### src/rtl/ttree_pkg.sv
// Package: shared trit codes and the size helpers used by the tree.
// Assumes: counts are positive; a level count is at least 1.
package ttree_pkg;

    localparam logic [1:0] TRIT_ZERO = 2'b00;
    localparam logic [1:0] TRIT_POS  = 2'b01;
    localparam logic [1:0] TRIT_NEG  = 2'b11;

    // Number of operands left after k halving levels, with odd counts rounded up.
    function automatic int nodes_at(input int n, input int k);
        return (n + (1 << k) - 1) >> k;
    endfunction

    // Number of register stages when a register follows every lps levels and always follows the last level.
    function automatic int stage_count(input int levels, input int lps);
        return (levels + lps - 1) / lps;
    endfunction

endpackage

### src/rtl/trit_pair_level.sv
// First tree level: turns each pair of trit codes into a 3-bit signed sum (-2..+2).
// A lone last trit, when N_TRITS is odd, becomes a 3-bit value on its own.
// Assumes: the code 10 is never driven; it is read as zero.
// Combinational; clk and rst_n are used only by the assertions.
module trit_pair_level
    import ttree_pkg::*;
#(
    parameter int N_TRITS = 4,
    localparam int OUT_CNT = (N_TRITS + 1) / 2
) (
    input  logic                   clk,
    input  logic                   rst_n,
    input  logic [2*N_TRITS-1:0]   trits,
    output logic [OUT_CNT*3-1:0]   sums
);

    for (genvar p = 0; p < OUT_CNT; p++) begin : g_pair
        logic [1:0] ta;
        logic [2:0] res;
        assign ta = trits[4*p +: 2];

        if (2*p + 1 < N_TRITS) begin : g_two
            logic [1:0] tb;
            assign tb = trits[4*p+2 +: 2];
            // Count the +1 inputs and the -1 inputs of the pair and subtract.
            always_comb begin
                res = 3'(ta == TRIT_POS) + 3'(tb == TRIT_POS)
                    - 3'(ta == TRIT_NEG) - 3'(tb == TRIT_NEG);
            end
        end else begin : g_one
            // A single trit maps directly into the 3-bit code.
            always_comb begin
                res = 3'(ta == TRIT_POS) - 3'(ta == TRIT_NEG);
            end
        end

        assign sums[3*p +: 3] = res;

        // a pair of trits can never sum outside -2..+2
        a_r2_pair_range: assert property (@(posedge clk) disable iff (!rst_n)
            ($signed(sums[3*p +: 3]) >= -3'sd2) && ($signed(sums[3*p +: 3]) <= 3'sd2));
    end

endmodule

### src/rtl/tree_level.sv
// Generic reduction level: adds neighbouring operands pairwise, producing results one bit wider.
// An odd last operand is passed up with sign extension.
// Assumes: each input is a signed value bounded by +-2^LEVEL.
// Combinational; clk and rst_n are used only by the assertions.
module tree_level #(
    parameter int IN_CNT = 4,
    parameter int IN_W   = 3,
    parameter int LEVEL  = 1,
    localparam int OUT_CNT = (IN_CNT + 1) / 2,
    localparam int OUT_W   = IN_W + 1
) (
    input  logic                     clk,
    input  logic                     rst_n,
    input  logic [IN_CNT*IN_W-1:0]   in_vals,
    output logic [OUT_CNT*OUT_W-1:0] out_vals
);

    for (genvar p = 0; p < OUT_CNT; p++) begin : g_node
        logic [IN_W-1:0] va;
        assign va = in_vals[2*p*IN_W +: IN_W];

        if (2*p + 1 < IN_CNT) begin : g_add
            logic [IN_W-1:0] vb;
            assign vb = in_vals[(2*p+1)*IN_W +: IN_W];
            // Sign-extend both operands and add them.
            assign out_vals[p*OUT_W +: OUT_W] = {va[IN_W-1], va} + {vb[IN_W-1], vb};
        end else begin : g_pass
            // The leftover operand moves up unchanged.
            assign out_vals[p*OUT_W +: OUT_W] = {va[IN_W-1], va};
        end

        // a node after LEVEL+1 halvings covers at most 2^(LEVEL+1) trits
        a_r5_node_bound: assert property (@(posedge clk) disable iff (!rst_n)
            ($signed(out_vals[p*OUT_W +: OUT_W]) >= -(2 ** (LEVEL + 1))) &&
            ($signed(out_vals[p*OUT_W +: OUT_W]) <= (2 ** (LEVEL + 1))));
    end

endmodule

### src/rtl/stage_reg.sv
// Optional pipeline register for a level's data and its valid flag.
// With ENABLE=0 it is a plain pass-through; with ENABLE=1 both are registered.
// Assumes: synchronous active-low reset; data is cleared to zero along with valid.
module stage_reg #(
    parameter int W      = 8,
    parameter bit ENABLE = 1'b1
) (
    input  logic         clk,
    input  logic         rst_n,
    input  logic         in_valid,
    input  logic [W-1:0] in_data,
    output logic         out_valid,
    output logic [W-1:0] out_data
);

    if (ENABLE) begin : g_reg
        // Capture the data and valid flag on every edge; clear both during reset.
        always_ff @(posedge clk) begin
            if (!rst_n) begin
                out_valid <= 1'b0;
                out_data  <= '0;
            end else begin
                out_valid <= in_valid;
                out_data  <= in_data;
            end
        end
    end else begin : g_wire
        assign out_valid = in_valid;
        assign out_data  = in_data;
    end

    // whenever a stage marks its data valid, the data is fully known
    a_r7_valid_data_known: assert property (@(posedge clk) disable iff (!rst_n)
        out_valid |-> !$isunknown(out_data));

endmodule

### src/rtl/ternary_sum_tree.sv
// Top level: sums N_IN trits into a signed SUM_W-bit total through a pipelined tree.
// Level 0 packs trit pairs into 3-bit codes, and each later level widens by one bit.
// A register follows every LEVELS_PER_STAGE levels, and one always follows the last level.
// Assumes: N_IN >= 2, LEVELS_PER_STAGE >= 1, and only legal trit codes are driven.
module ternary_sum_tree
    import ttree_pkg::*;
#(
    parameter int N_IN             = 192,
    parameter int LEVELS_PER_STAGE = 2,
    localparam int SUM_W           = $clog2(2 * N_IN + 1)
) (
    input  logic                    clk,
    input  logic                    rst_n,
    input  logic                    in_valid,
    input  logic [2*N_IN-1:0]       in_trits,
    output logic                    out_valid,
    output logic signed [SUM_W-1:0] out_sum
);

    localparam int DEPTH   = $clog2(N_IN);
    localparam int LATENCY = stage_count(DEPTH, LEVELS_PER_STAGE);
    localparam int TOP_W   = DEPTH + 2;

    for (genvar lv = 0; lv < DEPTH; lv++) begin : g_lvl
        localparam int OUT_CNT  = nodes_at(N_IN, lv + 1);
        localparam int OUT_W    = lv + 3;
        localparam bit REG_HERE = (((lv + 1) % LEVELS_PER_STAGE) == 0) || (lv == DEPTH - 1);

        logic [OUT_CNT*OUT_W-1:0] raw;
        logic [OUT_CNT*OUT_W-1:0] lvl_out;
        logic                     vld_in;
        logic                     vld_out;

        if (lv == 0) begin : g_first
            assign vld_in = in_valid;
            trit_pair_level #(.N_TRITS(N_IN)) u_pairs (
                .clk   (clk),
                .rst_n (rst_n),
                .trits (in_trits),
                .sums  (raw)
            );
        end else begin : g_rest
            localparam int IN_CNT = nodes_at(N_IN, lv);
            assign vld_in = g_lvl[lv-1].vld_out;
            tree_level #(.IN_CNT(IN_CNT), .IN_W(OUT_W - 1), .LEVEL(lv)) u_add (
                .clk      (clk),
                .rst_n    (rst_n),
                .in_vals  (g_lvl[lv-1].lvl_out),
                .out_vals (raw)
            );
        end

        stage_reg #(.W(OUT_CNT * OUT_W), .ENABLE(REG_HERE)) u_stage (
            .clk       (clk),
            .rst_n     (rst_n),
            .in_valid  (vld_in),
            .in_data   (raw),
            .out_valid (vld_out),
            .out_data  (lvl_out)
        );
    end

    logic [TOP_W-1:0] root;
    assign root      = g_lvl[DEPTH-1].lvl_out;
    assign out_sum   = $signed(root[SUM_W-1:0]);
    assign out_valid = g_lvl[DEPTH-1].vld_out;

    // a valid total never leaves -N_IN..+N_IN
    a_r3_out_range: assert property (@(posedge clk) disable iff (!rst_n)
        out_valid |-> (($signed(out_sum) >= -N_IN) && ($signed(out_sum) <= N_IN)));

    // truncating the root to SUM_W bits loses no information (the dropped bits are sign copies)
    a_r3_no_overflow: assert property (@(posedge clk) disable iff (!rst_n)
        out_valid |-> ($signed(root) == $signed(out_sum)));

    // the first cycle after reset is released carries no result
    a_r6_reset_idle: assert property (@(posedge clk) disable iff (!rst_n)
        $rose(rst_n) |-> (!out_valid && (out_sum == '0)));

    // the pipeline has at least one register stage
    initial begin
        a_r4_has_stage: assert (LATENCY >= 1);
    end

endmodule

### config.mk
export PLATFORM = sky130hd
export DESIGN_NAME = ternary_sum_tree
export DESIGN_NICKNAME = d
export VERILOG_FILES = /design/src/rtl/ttree_pkg.sv /design/src/rtl/trit_pair_level.sv /design/src/rtl/tree_level.sv /design/src/rtl/stage_reg.sv /design/src/rtl/ternary_sum_tree.sv
export SDC_FILE = /design/constraint.sdc
export NUM_CORES = 1
export LEC_CHECK = 0
export BUFFER_PORTS_ARGS = -buffer_cell sky130_fd_sc_hd__buf_4
export CORE_MARGIN = 1
export CORE_UTILIZATION = 40
export DETAILED_ROUTE_END_ITERATION = 6
export PLACE_DENSITY = 0.61
export SYNTH_ARGS = -nofsm -noshare
export SYNTH_HDL_FRONTEND = slang
export SYNTH_SLANG_ARGS = --single-unit
### constraint.sdc
create_clock -name clk -period 9.1 [get_ports clk]
set_clock_uncertainty 0.2 [all_clocks]
set_input_delay 0.455 -clock clk [delete_from_list [all_inputs] [get_ports clk]]
set_output_delay 0.455 -clock clk [all_outputs]
set_load 0.03 [all_outputs]
Yosys cells after proc, flatten, opt, wreduce, memory -nomap -nowiden
Index checks and enable logic that the tools add are counted.
- register bits after elaboration: 301
- bits of input ports: 387
- output and inout port bits: 10
- logic and storage cells: 775
- add/subtract/negate cells: 383
- eq/ne operators: 384
- operators by type and width (cell ; count):
    $sub 3x1->3 ; 192
    $eq 2x1->1 const B ; 192
    $eq 2x2->1 const B ; 192
    $add 1x1->2 ; 96
    $add 3x3->4 ; 48
    $add 4x4->5 ; 24
    $add 5x5->6 ; 12
    $add 6x6->7 ; 6
    $add 7x7->8 ; 3
    $add 8x8->9 ; 1
    $add 9x8->9 ; 1

Logic depth before layout (Yosys ltp)
- depth in word-level cells: 5
- depth in mapped cells: 11
- gate-level depth less buffers: 11

By module
A second synthesis with hierarchy kept.
- cell total of the unflattened synthesis: 3357
- area, all modules: 30581.8 sq um
- by module, submodules not included (module ; times used ; cells each ; area an instance (sq um)):
    trit_pair_level ; 1 ; 864 ; 6005.8
    stage_reg (g_lvl[1].u_stage) ; 1 ; 407 ; 5295.1
    tree_level (g_lvl[1].g_rest.u_add) ; 1 ; 376 ; 4227.8
    tree_level (g_lvl[2].g_rest.u_add) ; 1 ; 366 ; 3243.1
    stage_reg (g_lvl[0].u_stage) ; 1 ; 289 ; 2169.6
    tree_level (g_lvl[3].g_rest.u_add) ; 1 ; 240 ; 2068.2
    stage_reg (g_lvl[3].u_stage) ; 1 ; 153 ; 2044.5
    tree_level (g_lvl[4].g_rest.u_add) ; 1 ; 202 ; 1532.7
    stage_reg (g_lvl[2].u_stage) ; 1 ; 121 ; 908.4
    tree_level (g_lvl[5].g_rest.u_add) ; 1 ; 109 ; 852.1
    stage_reg (g_lvl[5].u_stage) ; 1 ; 52 ; 703.2
    tree_level (g_lvl[6].g_rest.u_add) ; 1 ; 49 ; 386.6
    tree_level (g_lvl[7].g_rest.u_add) ; 1 ; 44 ; 379.1
    stage_reg (g_lvl[4].u_stage) ; 1 ; 43 ; 322.8
    2 more rows ; -- ; -- ; --

Worst setup path after synthesis
No wires, ideal clock.
- path kind: flip-flop to flip-flop
- from: reg g_lvl[3].u_stage.out_data[26]
- to: reg g_lvl[5].u_stage.out_data[14]
- data arrival time: 2609 ps
- slack: 6156 ps
- stages on the path, launching flop included: 10
- path buffers: 0
- clock period less this slack: 2944 ps
- path through: dfxtp_1 > inv_1 > fa_1 > fa_1 > inv_1 > ha_1 > a21oi_2 > o21ai_1 > and4b_1 > or4_1
- cells in the longest elaborated chain, start to end: 2
- RTL lines (what ; line ; source):
    from (decl) ; stage_reg.sv:13 ; output logic [W-1:0] out_data
    from (signal assigned) ; stage_reg.sv:24 ; out_data <= in_data;
    $add 6x6->7 ; tree_level.sv:26 ; assign out_vals[p*OUT_W +: OUT_W] = {va[IN_W-1], va} + {vb[IN_W-1], vb};
    $add 7x7->8 ; tree_level.sv:26 ;
    to (signal assigned) ; stage_reg.sv:24 ;
    to (decl) ; stage_reg.sv:13 ;
No other way between the ends.
A chain may end at the register's enable or synchronous reset.

Worst setup path after layout
Ends and elaborated chain as after synthesis.

==> impl_metrics.sql <==
INSERT INTO impl_metrics (metric_group, metric, value, unit) VALUES
('status', 'status', 'completed', ''),
('sta', 'max_slew_margin', '33.8', '%'),
('worst_setup_path', 'timing.critical_path.arrival', '3.25', 'ns'),
('floorplan', 'design.portCount', '397', ''),
('worst_setup_path', 'crit_path_cell_chain', 'inv_1 > fa_1 > fa_1 > inv_1 > ha_1 > a21oi_2 > o21ai_1 > and4b_1 > or4_1', ''),
('logic_synthesis', 'syn_nets', '3873', ''),
('floorplan', 'row_count', '93', ''),
('routing', 'vias', '17500', ''),
('logic_synthesis', 'yosys.area.top_type_share', '23.1', '%'),
('place', 'gp_congestion', '0.781', ''),
('floorplan', 'die-height', '257', 'um'),
('cells_and_area', 'utilization', '48.3', '%'),
('global_routing', 'grt_pass1_wl', '81300', 'um'),
('global_routing', 'globalRoute.totalOverflow', '0', ''),
('clocking', 'numClockSinks', '301', ''),
('logic_synthesis', 'yosysUniqueCellTypes', '41', ''),
('sta', 'clock.fmax', '327', 'MHz'),
('floorplan', 'initial_core_util', '40.5', '%'),
('global_routing', 'grt_antenna_before_repair', '0', ''),
('worst_setup_path', 'timing.critical_path.buf_inv', '2', ''),
('sta', 'timing.final.hold_violations', '0', ''),
('sta', 'final.period_utilization', '33.6', '%'),
('place', 'port_buffers', '396', ''),
('worst_setup_path', 'critical-path-slowest-cell', 'sky130_fd_sc_hd__fa_1', ''),
('global_routing', 'grt_max_degree', '99', ''),
('cells_and_area', 'area_delta_synth_final', '19.4', '%'),
('logic_synthesis', 'synth_seq_area_share', '23.1', '%'),
('worst_setup_path', 'cp_slowest_stage_delay', '0.57', 'ns'),
('cells_and_area', 'drive_gt1_share', '14.5', '%'),
('floorplan', 'die_w', '257', 'um'),
('logic_synthesis', 'syn_inst', '2762', ''),
('clocking', 'clk-insertion-delay-late', '0.53', 'ns'),
('place', 'dpl.hpwl', '39300', 'um'),
('logic_synthesis', 'synth.most_common_cell', 'sky130_fd_sc_hd__inv_1', ''),
('clocking', 'clockBufferDepth', '3', ''),
('power_and_ir_drop', 'vdd_drop_max', '0.158', 'mV'),
('worst_setup_path', 'timing.critical_path.from_type', 'flop', ''),
('cells_and_area', 'layout.nets', '4254', ''),
('logic_synthesis', 'yosys-top-cells-area', 'sky130_fd_sc_hd__dfxtp_1, sky130_fd_sc_hd__fa_1, sky130_fd_sc_hd__ha_1', ''),
('logic_synthesis', 'synth_cell_count_leaders', 'sky130_fd_sc_hd__inv_1, sky130_fd_sc_hd__ha_1, sky130_fd_sc_hd__dfxtp_1', ''),
('cells_and_area', 'finalInstanceArea', '0.0311', 'mm^2'),
('global_routing', 'total_routing_usage_gr', '14.7', '%'),
('global_routing', 'met1_usage', '18.7', '%'),
('worst_setup_path', 'critPathKind', 'reg -> reg', ''),
('power_and_ir_drop', 'power_density_over_the_cells', '242', 'mW/mm^2'),
('global_routing', 'global_route.peak_usage_layer', 'met2', ''),
('worst_setup_path', 'top_cell_family_by_delay_on_the_critical_path', 'adder cells', ''),
('sta', 'finalSetupTns', '0', 'ns'),
('logic_synthesis', 'synth-seq-cells', '301', ''),
('power_and_ir_drop', 'power_leakage', '0.0160', 'uW'),
('clocking', 'clock_tree_root', 'sky130_fd_sc_hd__clkbuf_16', ''),
('sta', 'finalSetupViolations', '0', ''),
('hold_path', 'min-delay-path-class', 'in -> reg', ''),
('clocking', 'cts.htree.levels', '2', ''),
('logic_synthesis', 'yosys_warnings', '0', ''),
('routing', 'drc_errors', '0', ''),
('floorplan', 'core-area', '0.0645', 'mm^2'),
('logic_synthesis', 'synth-main-ff-cell', 'sky130_fd_sc_hd__dfxtp_1', ''),
('global_routing', 'grt.met3_usage', '2.29', '%'),
('logic_synthesis', 'number_of_synthesized_flops_with_an_enable_pin', '0', ''),
('clocking', 'post_cts.resized_instances', '0', ''),
('clocking', 'cts_buffers', '37', ''),
('clocking', 'cts_tree', 'built', ''),
('logic_synthesis', 'synthesis.area', '0.0261', 'mm^2'),
('place', 'area_after_detailed_placement', '0.0299', 'mm^2'),
('global_routing', 'number_of_global_route_vias_before_repair', '18500', ''),
('routing', 'drt_first_pass_iters', '4', ''),
('routing', 'route.detailed.vias_per_inst', '4.36', ''),
('floorplan', 'die_area', '0.0662', 'mm^2'),
('routing', 'routed_wirelength', '46300', 'um'),
('logic_synthesis', 'synth.avg_cell_area', '9.44', 'um^2');
[repair_timing]
action / CTS / global route
hold buffers: 1 / 0
endpoints found under the setup margin: 0 / 0
setup buffers: 0 / 0
endpoints found under the hold margin: 1 / 0
[metrics by stage]
stage	cells	setup WS, ns	hold WS, ns
5_1_grt	4023	5.87	0.237
3_3_place_gp	3958	5.84	0.214
3_5_place_dp	3958	5.81	0.223
2_1_floorplan	2762	6.16	0.212
4_1_cts	4023	6.02	0.198
6_report	4023	6.04	0.233
[kinds of logic after synthesis]
family / after synthesis / synth area share [%]
AND/OR/NAND/NOR: 751 / 15.4
AO/OA/AOI/OAI: 194 / 4.94
flip-flops: 301 / 23.1
buffers and inverters: 702 / 10.2
adder cells (fa/ha/maj): 724 / 43.4
XOR/XNOR: 90 / 3.02
[sequential cells by signal (all words and copies together), names as in the netlist]
register                 count
g_lvl.u_stage.out_data     297
g_lvl.u_stage.out_valid      4
[cell type report]
class,instances,area (um^2)
well taps,855,1070
inverters,644,2420
repair buffers,400,3010
fillers,6296,33300
multi-input cells,1759,17400
flip-flops and latches,301,6030
clock buffers,52,1050
clock inverters,12,158
[path summary, 6_finish.rpt]
check,start,endpoint,slack [ns],cells after the start
worst max register to register,g_lvl[3].u_stage.out_data[26],g_lvl[5].u_stage.out_data[14],6.04,9
worst min register to register,g_lvl[3].u_stage.out_valid,g_lvl[5].u_stage.out_valid,0.23,1
worst min-delay path,rst_n,g_lvl[3].u_stage.out_data[66],0.23,2
worst max-delay path,g_lvl[3].u_stage.out_data[26],g_lvl[5].u_stage.out_data[14],6.04,9
[cells in the final DEF, fill, tap and decap left out, types with 5 or more instances in the layout]
cell type and instances:
sky130_fd_sc_hd__a2111oi_0 43, sky130_fd_sc_hd__a211oi_1 5, sky130_fd_sc_hd__a21o_1 22, sky130_fd_sc_hd__a21oi_1 83
sky130_fd_sc_hd__and2_1 210, sky130_fd_sc_hd__buf_4 399, sky130_fd_sc_hd__clkbuf_1 8, sky130_fd_sc_hd__clkbuf_16 37
sky130_fd_sc_hd__clkbuf_8 7, sky130_fd_sc_hd__dfxtp_1 301, sky130_fd_sc_hd__fa_1 300, sky130_fd_sc_hd__ha_1 424
sky130_fd_sc_hd__inv_1 643, sky130_fd_sc_hd__nand2_1 109, sky130_fd_sc_hd__nand2b_1 7, sky130_fd_sc_hd__nand3_1 10
sky130_fd_sc_hd__nor2_1 162, sky130_fd_sc_hd__nor2b_1 210, sky130_fd_sc_hd__nor3_1 18, sky130_fd_sc_hd__nor4_1 5
sky130_fd_sc_hd__o21a_1 12, sky130_fd_sc_hd__o21ai_0 10, sky130_fd_sc_hd__or3_1 8, sky130_fd_sc_hd__xnor2_1 51
sky130_fd_sc_hd__xor2_1 39
[per-layer routing]
metal,up-vias,share of wire (%)
li1,9194,-
met3,49,3.9
met4,0,1.5
met5,-,0
met1,8058,46
met2,236,48
[where the power goes]
group	switching [uW]	total, uW	internal (uW)
Sequential	188	1910	1730
Combinational	2170	4160	1990
Clock	564	1460	893
(Power assumes the default switching activity.)
